[config.mk]
export PLATFORM = sky130hd
export DESIGN_NAME = vlst_state_csr
export DESIGN_NICKNAME = d
export VERILOG_FILES = /design/src/rtl/vlst_pkg.sv /design/src/rtl/vlst_len_clamp.sv /design/src/rtl/vlst_grp_decode.sv /design/src/rtl/vlst_save_bank.sv /design/src/rtl/vlst_state_csr.sv
export SDC_FILE = /design/constraint.sdc
export NUM_CORES = 1
export LEC_CHECK = 0
export ABC_AREA = 1
export CAP_MARGIN = 20
export CELL_PAD_IN_SITES_DETAIL_PLACEMENT = 0
export CELL_PAD_IN_SITES_GLOBAL_PLACEMENT = 1
export CORE_ASPECT_RATIO = 1.2
export CORE_MARGIN = 5
export CORE_UTILIZATION = 42
export CTS_BUF_LIST = sky130_fd_sc_hd__clkbuf_8 sky130_fd_sc_hd__clkbuf_16
export CTS_CLUSTER_SIZE = 28
export DETAILED_ROUTE_END_ITERATION = 16
export PLACE_DENSITY = 0.87
export SYNTH_ARGS = -nofsm -noshare
export SYNTH_HDL_FRONTEND = slang
export SYNTH_HIERARCHICAL = 1
export SYNTH_SLANG_ARGS = --single-unit
[constraint.sdc]
create_clock -name clk -period 6.1 [get_ports clk]
set_input_delay 1.22 -clock clk [delete_from_list [all_inputs] [get_ports clk]]
set_output_delay 1.22 -clock clk [all_outputs]
set_load 0.02 [all_outputs]
[src/rtl/vlst_pkg.sv]
package vlst_pkg;

    // Register image, most significant field first.
    typedef struct packed {
        logic [3:0] rsvd;
        logic [1:0] dsv_off;
        logic [1:0] grp_code;
        logic [5:0] dst_off;
        logic [5:0] src_off;
        logic [5:0] len_m1;
        logic [5:0] max_m1;
    } vstate_t;

    localparam int FIELD_W = 6;
    localparam int CNT_W   = FIELD_W + 1;

    function automatic logic [FIELD_W-1:0] min_field(input logic [FIELD_W-1:0] a,
                                                     input logic [FIELD_W-1:0] b);
        return (a < b) ? a : b;
    endfunction

endpackage

[src/rtl/vlst_len_clamp.sv]
module vlst_len_clamp #(
    parameter int REQ_W = 32,
    parameter int CNT_W = 7
) (
    input  logic [REQ_W-1:0] req,
    input  logic [CNT_W-1:0] limit,
    output logic [CNT_W-1:0] count
);
    logic [REQ_W-1:0] limit_ext;
    assign limit_ext = {{(REQ_W-CNT_W){1'b0}}, limit};

    always_comb begin
        if (req == '0)
            count = {{(CNT_W-1){1'b0}}, 1'b1};
        else if (req > limit_ext)
            count = limit;
        else
            count = req[CNT_W-1:0];
    end
endmodule

[src/rtl/vlst_grp_decode.sv]
module vlst_grp_decode #(
    parameter int REQ_W = 32
) (
    input  logic [REQ_W-1:0] req,
    output logic             legal,
    output logic [1:0]       code
);
    logic [REQ_W-1:0] req_m1;

    assign req_m1 = req - {{(REQ_W-1){1'b0}}, 1'b1};
    assign legal  = (req != '0) && (req_m1 < REQ_W'(4));
    assign code   = req_m1[1:0];
endmodule

[src/rtl/vlst_save_bank.sv]
module vlst_save_bank #(
    parameter int LEVELS = 4,
    parameter int W      = 32,
    localparam int LVL_W = (LEVELS > 1) ? $clog2(LEVELS) : 1
) (
    input  logic             clk,
    input  logic             rst_n,
    input  logic             swap_en,
    input  logic [LVL_W-1:0] swap_lvl,
    input  logic [W-1:0]     wr_data,
    output logic [W-1:0]     rd_data,
    output logic             hit
);
    logic [W-1:0] bank_q [LEVELS];
    logic [W-1:0] bank_d [LEVELS];

    assign hit     = (32'(swap_lvl) < LEVELS);
    assign rd_data = hit ? bank_q[swap_lvl] : '0;

    always_comb begin
        bank_d = bank_q;
        if (swap_en && hit)
            bank_d[swap_lvl] = wr_data;
    end

    for (genvar g = 0; g < LEVELS; g++) begin : g_entry
        always_ff @(posedge clk) begin
            if (!rst_n) bank_q[g] <= '0;
            else        bank_q[g] <= bank_d[g];
        end
    end


    swap_copy_chk: assert property (@(posedge clk) disable iff (!rst_n)
        (swap_en && hit) |=> bank_q[$past(swap_lvl)] == $past(wr_data))
        else $error("saved copy not updated on swap");
endmodule

[src/rtl/vlst_state_csr.sv]
module vlst_state_csr
    import vlst_pkg::*;
#(
    parameter int XLEN   = 32,
    parameter int LEVELS = 4,
    parameter int REQ_W  = 32,
    localparam int LVL_W = (LEVELS > 1) ? $clog2(LEVELS) : 1
) (
    input  logic             clk,
    input  logic             rst_n,
    input  logic             wr_en,
    input  logic [31:0]      wr_data,
    input  logic             setvl_en,
    input  logic             setmvl_en,
    input  logic             subvl_en,
    input  logic [REQ_W-1:0] req_val,
    input  logic             swap_en,
    input  logic [LVL_W-1:0] swap_lvl,
    output logic [31:0]      rdata,
    output logic [REQ_W-1:0] len_result,
    output logic             subvl_illegal
);
    localparam logic [CNT_W-1:0]   XLEN_CNT = CNT_W'(XLEN);
    localparam logic [FIELD_W-1:0] MAX_TOP  = FIELD_W'(XLEN - 1);

    vstate_t state_q, state_d;

    logic [CNT_W-1:0]   cur_max_cnt, vl_cnt, mx_cnt, sel_cnt;
    logic [FIELD_W-1:0] vl_m1, mx_m1, wr_max_f;
    logic               grp_ok, swap_go, swap_hit;
    logic [1:0]         grp_code;
    logic [31:0]        bank_rd;
    vstate_t            wr_view;

    assign cur_max_cnt = {1'b0, state_q.max_m1} + CNT_W'(1);

    vlst_len_clamp #(.REQ_W(REQ_W), .CNT_W(CNT_W)) u_vl_clamp (
        .req(req_val), .limit(cur_max_cnt), .count(vl_cnt));

    vlst_len_clamp #(.REQ_W(REQ_W), .CNT_W(CNT_W)) u_mx_clamp (
        .req(req_val), .limit(XLEN_CNT), .count(mx_cnt));

    vlst_grp_decode #(.REQ_W(REQ_W)) u_grp (
        .req(req_val), .legal(grp_ok), .code(grp_code));

    vlst_save_bank #(.LEVELS(LEVELS), .W(32)) u_bank (
        .clk(clk), .rst_n(rst_n), .swap_en(swap_en), .swap_lvl(swap_lvl),
        .wr_data(state_q), .rd_data(bank_rd), .hit(swap_hit));

    assign swap_go  = swap_en && swap_hit;
    assign vl_m1    = FIELD_W'(vl_cnt - CNT_W'(1));
    assign mx_m1    = FIELD_W'(mx_cnt - CNT_W'(1));
    assign wr_view  = vstate_t'(wr_data);
    assign wr_max_f = min_field(wr_view.max_m1, MAX_TOP);

    always_comb begin
        state_d = state_q;
        if (swap_go) begin
            state_d = vstate_t'(bank_rd);
        end else if (wr_en) begin
            state_d        = wr_view;
            state_d.max_m1 = wr_max_f;
            state_d.len_m1 = min_field(wr_view.len_m1, wr_max_f);
            state_d.rsvd   = '0;
        end else if (setvl_en) begin
            state_d.len_m1 = vl_m1;
        end else if (setmvl_en) begin
            state_d.max_m1 = mx_m1;
            state_d.len_m1 = min_field(state_q.len_m1, mx_m1);
        end else if (subvl_en && grp_ok) begin
            state_d.grp_code = grp_code;
        end
    end

    always_ff @(posedge clk) begin
        if (!rst_n) state_q <= '0;
        else        state_q <= state_d;
    end

    assign sel_cnt       = setvl_en ? vl_cnt : (setmvl_en ? mx_cnt : '0);
    assign len_result    = {{(REQ_W-CNT_W){1'b0}}, sel_cnt};
    assign subvl_illegal = subvl_en && !swap_en && !wr_en && !setvl_en
                           && !setmvl_en && !grp_ok;
    assign rdata         = state_q;


    rsvd_zero_chk: assert property (@(posedge clk) disable iff (!rst_n)
        rdata[31:28] == 4'd0) else $error("reserved bits nonzero");


    vl_within_max_chk: assert property (@(posedge clk) disable iff (!rst_n)
        rdata[11:6] <= rdata[5:0]) else $error("length above maximum");


    max_in_range_chk: assert property (@(posedge clk) disable iff (!rst_n)
        rdata[5:0] <= MAX_TOP) else $error("maximum above XLEN");


    setvl_commit_chk: assert property (@(posedge clk) disable iff (!rst_n)
        (setvl_en && !swap_go && !wr_en) |=>
            ({1'b0, rdata[11:6]} + CNT_W'(1)) == $past(len_result[CNT_W-1:0]))
        else $error("granted length not committed");


    subvl_reject_chk: assert property (@(posedge clk) disable iff (!rst_n)
        subvl_illegal |=> $stable(rdata)) else $error("rejected group size changed state");
endmodule

Word-level counts from Yosys, hierarchy flattened
Index checks and enable logic that the tools add are counted.
{ "classes": {"addsub": 4, "bitwise": 1, "reduce_logical": 22, "mux": 26, "order_cmp": 8, "eq_ne": 3} }
{ "ops": {"columns": ["op", "count"], "rows": [
  ["$bwmux W128", 1],
  ["$mux W32", 4],
  ["$bmux W32 S2", 1],
  ["$demux W32 S2", 1],
  ["$mux W7", 6],
  ["$mux W12", 3],
  ["$mux W6", 6],
  ["$gt A32 B6 Y1 const B", 1],
  ["$gt A32 B7 Y1", 1],
  ["$logic_not A32 Y1", 1],
  ["$lt A32 B3 Y1 const B", 1],
  ["$reduce_bool A32 Y1", 1],
  ["$sub A32 B1 Y32 const B", 1],
  ["$lt A6 B6 Y1", 2],
  ["$sub A6 B1 Y6 const B", 2],
  ["$logic_and A1 B1 Y1", 8],
  ["$mux W2", 4],
  ["$add A6 B1 Y7 const B", 1],
  ["$lt A6 B5 Y1 const B", 1],
  ["$ne A3 B2 Y1 const B", 2],
  ["$reduce_bool A3 Y1", 2],
  ["$logic_not A1 Y1", 5],
  ["$ne A4 B4 Y1 const B", 1],
  ["$reduce_and A2 Y1", 2],
  ["6 further kinds", 6]
]} }
{ "word_totals": {"output_inout_bits": 65, "register_bits": 160, "input_bits": 73, "wordCells": 75} }

Logic depth before layout (Yosys ltp)
Gate-level depths: netlist of the first run.
{ "logic_depth": {"depth_word": 10, "depth_mapped": 30, "ltp_nobuf": 28} }

Hierarchy
The synthesis of the first run kept the hierarchy.
{ "by_module_without_submodules": {"columns": ["module", "cells_per_inst", "area_each_um2", "instances", "seq_area_each_um2"], "rows": [
  ["vlst_save_bank", 1007, 6353.6, 1, 2562.5],
  ["vlst_state_csr", 388, 2557.5, 1, 640.6],
  ["vlst_grp_decode", 218, 969.7, 1, 0.0],
  ["vlst_len_clamp", 88, 434.2, 2, 0.0]
]} }

Worst setup path after synthesis of the first run
Ideal clock, no wire load.
{ "synth_path": {"path_kind": "input port to output port", "startpoint": "input req_val[0]", "endpoint": "output subvl_illegal", "arrival_time_ns": 2.975, "slack_ns": 1.905, "n_path_buf": 0, "t_required_ns": 4.880, "cell_stages": 14, "cell_sequence": "inv_1 ha_1 nand3_2 nor2_4 nand2_2 inv_2 nand2_1 nor2_1 nor2_1 nand2_1 nor2_1 nand2_1 nor2_1 nor4_1"} }
{ "synth_between": {"elab_chain_cells": 5, "elab_cells_between_ends": 6, "classes_between": "add/sub: 1; order compare: 1; reduce/logical: 4"} }
{ "synth_lines": {"columns": ["item", "line_no", "source"], "rows": [
  ["start: declaration", "vlst_state_csr.sv:16", "input logic [REQ_W-1:0] req_val,"],
  ["$sub A32 B1 Y32", "vlst_grp_decode.sv:10", "assign req_m1 = req - {{(REQ_W-1){1'b0}}, 1'b1};"],
  ["$lt A32 B3 Y1", "vlst_grp_decode.sv:11", "assign legal = (req != '0) && (req_m1 < REQ_W'(4));"],
  ["$logic_and A1 B1 Y1 *", "vlst_grp_decode.sv:11", null],
  ["named net grp_ok", "vlst_state_csr.sv:30", "logic grp_ok, swap_go, swap_hit;"],
  ["$logic_not A1 Y1 *", "vlst_state_csr.sv:83", "&& !setmvl_en && !grp_ok;"],
  ["$logic_and A1 B1 Y1 *", "vlst_state_csr.sv:83", null],
  ["end: declaration", "vlst_state_csr.sv:21", "output logic subvl_illegal"]
]} }
The timed path passes the listed nets; every way through them passes the cells marked *.

Final worst setup path of the first run
{ "layout_path": {"startpoint": "input req_val[1]", "endpoint": "output subvl_illegal"} }
Same word-level chain as after synthesis.

==> flow_summary.toml, run 1 <==
[status]
outcome = "finished, final reports clean"

[critical_path]
cpMostUsedCell = "nor2_1"
slowest_stage = "clkdlybuf4s50_1"
cp-end-kind = "primary output"
critical_path.top_delay_family = "buffers and inverters"
cp.required_ns = 4.88
cp.buffers_inverters = 4
worstReg2RegEnd = "rdata[10]"
worstSetupPathType = "primary input to primary output"
cp_cell_sequence = "clkdlybuf4s50_1 > inv_1 > ha_1 > nand3_2 > nor2_4 > nand2_2 > inv_2 > nand2_1 > nor2_1 > nor2_1 > nand2_1 > nor2_1 > nand2_1 > nor2_1 > nor4_1 > clkdlybuf4s50_1"
max_stage_delay_ns = 0.68
reg2reg_from = "rdata[0]"
cp_max_fo = 9
cp_data_arrival_time_ns = 4.25
worst-r2r-cell-count = 24
reg2reg_slack_ns = 2.60
cp-start-kind = "primary input"

[routing]
wl_met3_mm = 1.61
dr_wl_met2_mm = 14.3
routed_wl_mm = 30.2
drtIter0Drc = 712
dr.pass1.iters = 5
vias = 10800
top_layer_used = "met4"
drt-met1-wl_mm = 14.0
drc = 0
ant_nets = 0
wire_per_inst_um = 13.8
viasPerCell = 4.92

[place]
hpwl_mm = 18.9
numPortBuffers = 108
gp_congestion = 0.849
dp.cells = 2155

[worst_hold_path]
hold_depth = 2
min_to = "u_bank/bank_q[108]"
hp-class = "register to register"
min_from = "u_bank/bank_q[108]"

[cells_and_area]
fillers = 2674
post-route-util_pct = 48.4
final_common_cell = "nand2_1"
antenna_cells = 0
final_cell_mix = "nand2_1, nor2_1, inv_1"
instances_no_fill = 2187
multi_input_area_sq_um = 6090
regArea_sq_um = 3200
drive_gt1_share_pct = 5.60
syn_to_final_growth_pct = 14.2
nets = 1945

[synth]
yosysWarnings = 6
synth.area.top_cells = "dfxtp_1, nand2_1, nor2_1, nand3_1, inv_1"
avgSynthCellArea_sq_um = 6.01
netlist_area_sq_um = 10700
seq_area_frac_synth_pct = 29.8
synthDominantCellAreaShare_pct = 29.8
synth_cells = 1789
synthDistinctLibCells = 44
synth_top_area_cell = "dfxtp_1"
ys_ff_latch = 160

[clocking]
htree_num_levels = 4
cts_tree = "yes"
clk_pin_slew_ns = 0.06
postCtsResizedCells = 0
post_cts_buffers = 0
clockRootBuffer = "clkbuf_16"
clockBufferDepth = 2
worst_skew_pair.late_latency_ns = 0.43
cts_hold_buf = 0
numCtsBuffers = 17
cts.sinks = 160

[power_and_ir_drop]
p_clk_share_pct = 38.2
p_sw_share_pct = 30.1
irDropWorstVdd_v = 0.000181
p_leak_nw = 6.01
p_sw_w = 0.000834
p_per_area_nw_per_um2 = 226
p_comb_share_pct = 19.9
seq_power_share_pct = 41.9
p_int_w = 0.00194

[floorplanning]
num_rows = 64
pin_count = 138
die_h_um = 185
coreArea_sq_um = 25400
die_area_sq_um = 28900
start_util_pct = 42.3
die-width_um = 156

[sta]
min_period_ns = 5.47
setup_tns_ns = 0
period_share_pct = 89.7
fmax_mhz = 183
skew_ns = 0.00951
hold_viol = 0
worst_pin_slew_ns = 0.971
rsz0062_at_grt = "false"
setup_viol = 0
slew_violations = 0
slew_headroom_pct = 35.2

[global_route]
first_global_vias = 9776
track_usage_pct = 20.5
grt_first_pass_wirelength_mm = 48.9
grt_overflow = 0
antenna_found_initial = 0
grt_max_degree = 83

[run]
maxCapViolCount = 0
-- worst max-delay path by stage --
stage                    start            end  slack [ns]  cells after the start
finish              req_val[1]  subvl_illegal        0.63                     16
global route        req_val[1]  subvl_illegal        0.40                     16
CTS                 req_val[1]  subvl_illegal        0.64                     16
detailed placement  req_val[1]  subvl_illegal        0.66                     16
global placement    req_val[6]  len_result[0]        0.69                     13
floorplan           req_val[0]  subvl_illegal        1.90                     14
-- per-layer routing --
metal,track usage (%),vias to the layer above
met5,0,-
met4,4.66,0
met3,2.57,18
met2,34.8,266
met1,27.9,4897
li1,-,5588
-- cell families (layout without fill, tap and decap cells) --
logic type / count (synthesis) / after routing / synth area share [%]
AO/OA/AOI/OAI: 110 / 110 / 5.74
XOR/XNOR: 14 / 14 / 1.28
adder cells (fa/ha/maj): 28 / 28 / 3.26
buffers and inverters: 342 / 378 / 14.7
flip-flops: 160 / 160 / 29.8
other: 3 / 35 / 0.105
AND/OR/NAND/NOR: 1132 / 1132 / 45.1
-- flip-flops by register name, indices dropped and copies added, names as in the netlist --
name	cells
u_bank/bank_q	128
rdata	32
-- per-stage QoR --
step                power, W  instance area, sq um  setup WS, ns  hold slack [ns]
floorplan            0.00155                 10900          1.90            0.452
global placement     0.00172                 11700         0.690            0.463
detailed placement   0.00173                 11700         0.656            0.470
CTS                  0.00279                 12300         0.644            0.482
global route         0.00291                 12300         0.401            0.491
finish               0.00277                 12300         0.628            0.484
-- tightest hold or removal path: stages (launching register included) --
cell and delay, ns:
dfxtp_1 0.33, a21oi_1 0.04, nor2_1 0.08
-- power by group through the flow --
stage          Clock [W]  Combinational, W  Sequential [W]
2_1_floorplan          0          0.000371         0.00118
3_3_place_gp           0          0.000542         0.00118
3_5_place_dp           0          0.000550         0.00118
4_1_cts          0.00108          0.000553         0.00116
5_1_grt          0.00112          0.000623         0.00117
6_report         0.00106          0.000553         0.00116
-- layout make-up --
| type | count | area share (%) |
|---|---|---|
| clock buffers | 20 | 3.80 |
| clock inverters | 12 | 0.958 |
| inverters | 230 | 7.05 |
| multi-input cells | 1319 | 49.6 |
| flip-flops and latches | 160 | 26.1 |
| well taps | 330 | 3.36 |
| repair buffers | 116 | 9.15 |
-- cells in the mapped netlist (all sizes together) --
master  count
xnor2       2
clkbuf     24
o21bai      5
nand3b      2
nor3b       1
nand2     514
a21oi      60
dfxtp     160
conb        3
o21a        3
xor2       12
or2         5
ha         28
o211ai      2
o221ai      4
inv       230
a22oi       1
buf        88
a211oi      2
nor4        5
a21o        1
o22ai       7
nor2      377
nand4      42
nand3     181
nor3        5
o21ai      25
Note: power is estimated with default switching activity, not from simulation.
==> run 2, diff against run 1 <==
--- a/config.mk
+++ b/config.mk
@@ -10,7 +10,6 @@
 export CELL_PAD_IN_SITES_DETAIL_PLACEMENT = 0
 export CELL_PAD_IN_SITES_GLOBAL_PLACEMENT = 1
 export CORE_ASPECT_RATIO = 1.2
-export CORE_MARGIN = 5
 export CORE_UTILIZATION = 42
 export CTS_BUF_LIST = sky130_fd_sc_hd__clkbuf_8 sky130_fd_sc_hd__clkbuf_16
 export CTS_CLUSTER_SIZE = 28
==> run 2 against run 1 <==
Sequential share of layout area barely moved; global-route usage is 2.2 points higher; maximum frequency increased by 0.10%; register-to-register slack worse by 0.04 ns; combinational power is 0.7% lower; hold slack worse by 0.0022 ns; setup slack better by 0.0056 ns; clock skew down 0.00091 ns; largest cell class unchanged; largest power group unchanged; highest routed layer unchanged.
==> flow_summary.toml, run 2 (same netlist as run 1, synthesis figures left out) <==
[status]
outcome = "finished, final reports clean"

[floorplanning]
num_rows = 63
die_h_um = 177
pin_count = 138
die_area_sq_um = 26200
start_util_pct = 43.2
die-width_um = 148
coreArea_sq_um = 24900

[clocking]
htree_num_levels = 4
clockRootBuffer = "clkbuf_16"
postCtsResizedCells = 0
cts.sinks = 160
cts_tree = "yes"
clk_pin_slew_ns = 0.06
numCtsBuffers = 17
cts_hold_buf = 0
worst_skew_pair.late_latency_ns = 0.43
clockBufferDepth = 2
post_cts_buffers = 0

[routing]
wire_per_inst_um = 13.4
dr.pass1.iters = 4
vias = 10600
drtIter0Drc = 580
ant_nets = 0
viasPerCell = 4.88
drc = 0
routed_wl_mm = 29.2

[cells_and_area]
final_common_cell = "nand2_1"
largest_reg_flops = 128
nets = 1944
syn_to_final_growth_pct = 14.3
final_cell_mix = "nand2_1, nor2_1, inv_1"
post-route-util_pct = 49.3
drive_gt1_share_pct = 5.66
regMostFlops = "u_bank/bank_q"
antenna_cells = 0
top_regs = "u_bank/bank_q x128, rdata x32"

[critical_path]
crit_path_end = "len_result[0]"
cp_cell_sequence = "clkdlybuf4s50_1 > ha_1 > nand2_1 > inv_1 > nand2_1 > nand2_1 > nand2_1 > nand2_1 > nand2_2 > nand3_1 > nand3_1 > inv_1 > o21ai_0 > o21a_1 > clkdlybuf4s50_1"
reg2reg_slack_ns = 2.56
cp.required_ns = 4.88
slowest_stage = "clkdlybuf4s50_1"
crit_cells = 15
cp-end-kind = "primary output"
worstReg2RegEnd = "rdata[10]"
worstSetupStartpoint = "req_val[3]"
cp_max_fo = 10
cpMostUsedCell = "nand2_1"
worst-r2r-cell-count = 24
cp_data_arrival_time_ns = 4.25
worstSetupPathType = "primary input to primary output"
critical_path.top_delay_family = "buffers and inverters"
reg2reg_from = "rdata[1]"
cp.buffers_inverters = 4
max_stage_delay_ns = 0.75
cp-start-kind = "primary input"

[worst_hold_path]
hp-class = "register to register"
min_from = "u_bank/bank_q[110]"

[power_and_ir_drop]
p_clk_share_pct = 39.2
p_sw_w = 0.000849
seq_power_share_pct = 41.3
p_leak_nw = 6.01
p_int_w = 0.00196
irDropWorstVdd_v = 0.000161
p_per_area_nw_per_um2 = 229
p_sw_share_pct = 30.2
p_comb_share_pct = 19.5

[global_route]
first_global_vias = 9581
antenna_found_initial = 0
grt_first_pass_wirelength_mm = 48.0
track_usage_pct = 22.7
grt_max_degree = 68
grt_overflow = 0

[sta]
hold_viol = 0
min_period_ns = 5.47
fin_hold_ws_ns = 0.482
setup_tns_ns = 0
worst_pin_slew_ns = 0.954
fmax_mhz = 183
slew_headroom_pct = 36.3
slew_violations = 0
rsz0062_at_grt = "false"
skew_ns = 0.00860
setup_viol = 0
period_share_pct = 89.6

[place]
numPortBuffers = 108
gp_congestion = 0.892
hpwl_mm = 18.2

[run]
maxCapViolCount = 0
-- run 2: power by group through the flow --
stage | logic, W | clock network [W] | registers [W]
2_1_floorplan | 0.000371 | 0 | 0.00118
3_3_place_gp | 0.000538 | 0 | 0.00118
3_5_place_dp | 0.000545 | 0 | 0.00118
4_1_cts | 0.000549 | 0.00112 | 0.00116
5_1_grt | 0.000621 | 0.00116 | 0.00117
6_report | 0.000549 | 0.00110 | 0.00116
-- run 2: worst register-to-register path, cell delays in order (launching register included) --
cell and delay (ns):
dfxtp_1 0.54, ha_1 0.26, nand2_1 0.08, nor2_1 0.14, xor2_1 0.15, inv_1 0.08
ha_1 0.27, inv_1 0.04, nor3_2 0.17, nand4_1 0.12, nand2_2 0.10, nand2_2 0.14
nand2_1 0.10, nand2_1 0.05, nor2_1 0.20, inv_1 0.11, ha_1 0.22, nand3_1 0.10
xor2_1 0.15, nand2_1 0.06, nand2_1 0.06, nor2_1 0.04, nand2_1 0.13, nand2_1 0.06
a21oi_1 0.11
-- run 2: final cells by class --
| class | count | area, sq um |
|---|---|---|
| timing repair buffer | 115 | 1120 |
| clock inverter | 14 | 166 |
| clock buffer | 18 | 439 |
| multi-input combinational | 1319 | 6090 |
| tap | 325 | 407 |
| fill | 2648 | 12600 |
| sequential | 160 | 3200 |
| inverter | 230 | 866 |
-- run 2: worst min-delay path by stage --
stage / endpoint / slack, ns / depth (start not counted)
finish: u_bank/bank_q[110] / 0.48 / 2
global route: u_bank/bank_q[125] / 0.50 / 2
CTS: u_bank/bank_q[125] / 0.48 / 2
detailed placement: u_bank/bank_q[107] / 0.47 / 2
global placement: u_bank/bank_q[117] / 0.46 / 2
floorplan: u_bank/bank_q[101] / 0.45 / 2
-- run 2: metrics by stage --
step | instance area (sq um) | setup WS [ns] | power, W | std cells
after floorplan | 10900 | 1.90 | 0.00155 | 1821
after global routing | 12300 | 0.460 | 0.00296 | 2181
final | 12300 | 0.634 | 0.00281 | 2181
after CTS | 12300 | 0.652 | 0.00283 | 2181
after detailed placement | 11700 | 0.676 | 0.00173 | 2149
after global placement | 11700 | 0.676 | 0.00172 | 2149
-- run 2: metal layers --
layer  global-route usage [%]  vias up  wire [um]
met5                        0        -          0
met1                     29.7     4832      13600
met2                     39.7      215      14100
met4                     4.68        0        264
li1                         -     5581          -
met3                     2.86       18       1330
==> run 3, diff against run 2 <==
--- a/config.mk
+++ b/config.mk
@@ -14,6 +14,7 @@
 export CTS_BUF_LIST = sky130_fd_sc_hd__clkbuf_8 sky130_fd_sc_hd__clkbuf_16
 export CTS_CLUSTER_SIZE = 28
 export DETAILED_ROUTE_END_ITERATION = 16
+export GPL_TIMING_DRIVEN = 0
 export PLACE_DENSITY = 0.87
 export SYNTH_ARGS = -nofsm -noshare
 export SYNTH_HDL_FRONTEND = slang
==> run 3 against run 2 <==
Via count is 5.3% higher; clock skew increased by 0.00086 ns; design area grew 5.4%; sequential cell count unchanged; routed wire length rose by 17%; hold slack improved by 0.0022 ns; largest power group unchanged.
==> flow_summary.toml, run 3 (same netlist as run 1, synthesis figures left out) <==
[sta]
slew_violations = 0
min_period_ns = 5.45
fin_hold_ws_ns = 0.484
worst_pin_slew_ns = 0.931
setup_tns_ns = 0
skew_ns = 0.00946
slew_headroom_pct = 37.9
setup_viol = 0
rsz0062_at_grt = "false"
fin_ws_ns = 0.645
period_share_pct = 89.4
fmax_mhz = 183
hold_viol = 0

[worst_hold_path]
min_to = "u_bank/bank_q[118]"
hp-class = "register to register"
min_from = "u_bank/bank_q[118]"
hold_depth = 2

[clocking]
post_cts_buffers = 0
clockRootBuffer = "clkbuf_16"
worst_skew_pair.late_latency_ns = 0.44
cts.sinks = 160
htree_num_levels = 4
cts_tree = "yes"
numCtsBuffers = 17
postCtsResizedCells = 0
cts_hold_buf = 0
clk_pin_slew_ns = 0.06
clockBufferDepth = 2

[status]
outcome = "finished, final reports clean"

[cells_and_area]
drive_gt1_share_pct = 9.40
fin_area_sq_um = 12900
final_common_cell = "nand2_1"
final_cell_mix = "nand2_1, nor2_1, inv_1"
top_regs = "u_bank/bank_q x128, rdata x32"
syn_to_final_growth_pct = 20.4
antenna_cells = 0
largest_reg_flops = 128
nets = 2045
fillers = 2633
regMostFlops = "u_bank/bank_q"

[routing]
drc = 0
vias = 11200
drtIter0Drc = 620
routed_wl_mm = 34.1
viasPerCell = 4.91
dr.pass1.iters = 5
wire_per_inst_um = 14.9
ant_nets = 0

[critical_path]
worstSetupPathType = "primary input to primary output"
slowest_stage = "clkdlybuf4s50_1"
worst-r2r-cell-count = 25
cpMostUsedCell = "nand2_1"
cp.buffers_inverters = 3
cp_cell_sequence = "clkdlybuf4s50_1 > inv_1 > ha_1 > nand3_2 > nor2_4 > nand2_1 > o21bai_1 > nand2_1 > nand3_1 > nor2_1 > nand2_1 > nor2_1 > nor4_1 > clkdlybuf4s50_1"
cp-start-kind = "primary input"
cp_max_fo = 9
cp_data_arrival_time_ns = 4.23
cp.required_ns = 4.88
max_stage_delay_ns = 0.67
worstReg2RegEnd = "rdata[10]"
cp-end-kind = "primary output"
reg2reg_from = "rdata[0]"
critical_path.top_delay_family = "buffers and inverters"
reg2reg_slack_ns = 2.51

[global_route]
track_usage_pct = 26.3
grt.busiest_layer = "met2"
grt_first_pass_wirelength_mm = 53.9
met1_usage_pct = 32.9
met3_usage_pct = 3.35
first_global_vias = 10200
grt_max_degree = 17
grt_overflow = 0
grt_use_met2_pct = 46.7
antenna_found_initial = 0

[place]
gp_congestion = 0.881
preCtsSetupSlack_ns = 0.722
hpwl_mm = 25.0
post_dp_cell_area_sq_um = 12300
numPortBuffers = 104

[floorplanning]
pin_count = 138
coreArea_sq_um = 24900
die_area_sq_um = 26200
die-width_um = 148
start_util_pct = 43.2
die_h_um = 177
num_rows = 63

[run]
maxCapViolCount = 0

[power_and_ir_drop]
irDropWorstVdd_v = 0.000147
p_per_area_nw_per_um2 = 224
p_leak_nw = 6.41
run 3: cell count changes in the layout (fill, tap and decap cells not counted):
cell	before	now
clkbuf_8	1	5
buf_2	3	42
buf_6	0	13
clkbuf_1	0	22
buf_4	8	33
clkinvlp_4	4	3
inv_6	0	1
clkinv_2	4	2
run 3: area by class of cell:
| class | instances | area, sq um | area share [%] |
|---|---|---|---|
| buffer | 112 | 714 | 5.52 |
| clock buffer | 20 | 467 | 3.61 |
| timing repair buffer | 104 | 1040 | 8.04 |
| clock inverter | 12 | 158 | 1.22 |
| sequential | 160 | 3200 | 24.8 |
| tap | 325 | 407 | 3.14 |
| multi-input combinational | 1319 | 6090 | 47.0 |
| inverter | 230 | 866 | 6.69 |
run 3: metal layers:
metal | vias up | share of wire (%)
met5 | - | 0
met4 | 0 | 1.7
met3 | 41 | 4.4
met2 | 305 | 49
met1 | 5075 | 45
li1 | 5785 | -
run 3: worst min-delay path: stages, from the launching register on:
cell and delay, ns:
dfxtp_1 0.33, a21oi_1 0.04, nor2_1 0.08
run 3: worst max-delay path by stage:
stage,start,end,slack (ns),cells after the start
floorplan,req_val[0],subvl_illegal,1.90,14
global placement,req_val[3],len_result[0],0.63,15
detailed placement,req_val[4],len_result[0],0.72,12
CTS,req_val[1],subvl_illegal,0.70,14
global route,req_val[6],len_result[0],0.47,12
finish,req_val[1],subvl_illegal,0.65,14
run 3: through the flow:
stage               total power (W)  utilization (%)  cells
floorplan                   0.00155                -   1821
global placement            0.00178             49.4   2250
detailed placement          0.00178             49.4   2250
CTS                         0.00291             52.0   2282
global route                0.00303             52.0   2282
finish                      0.00289             52.0   2282
run 3: power breakdown:
group,leakage (nW),internal [W],switching (W)
registers,1.31,0.00110,0.0000605
clock network,0.299,0.000678,0.000449
logic,4.80,0.000232,0.000370
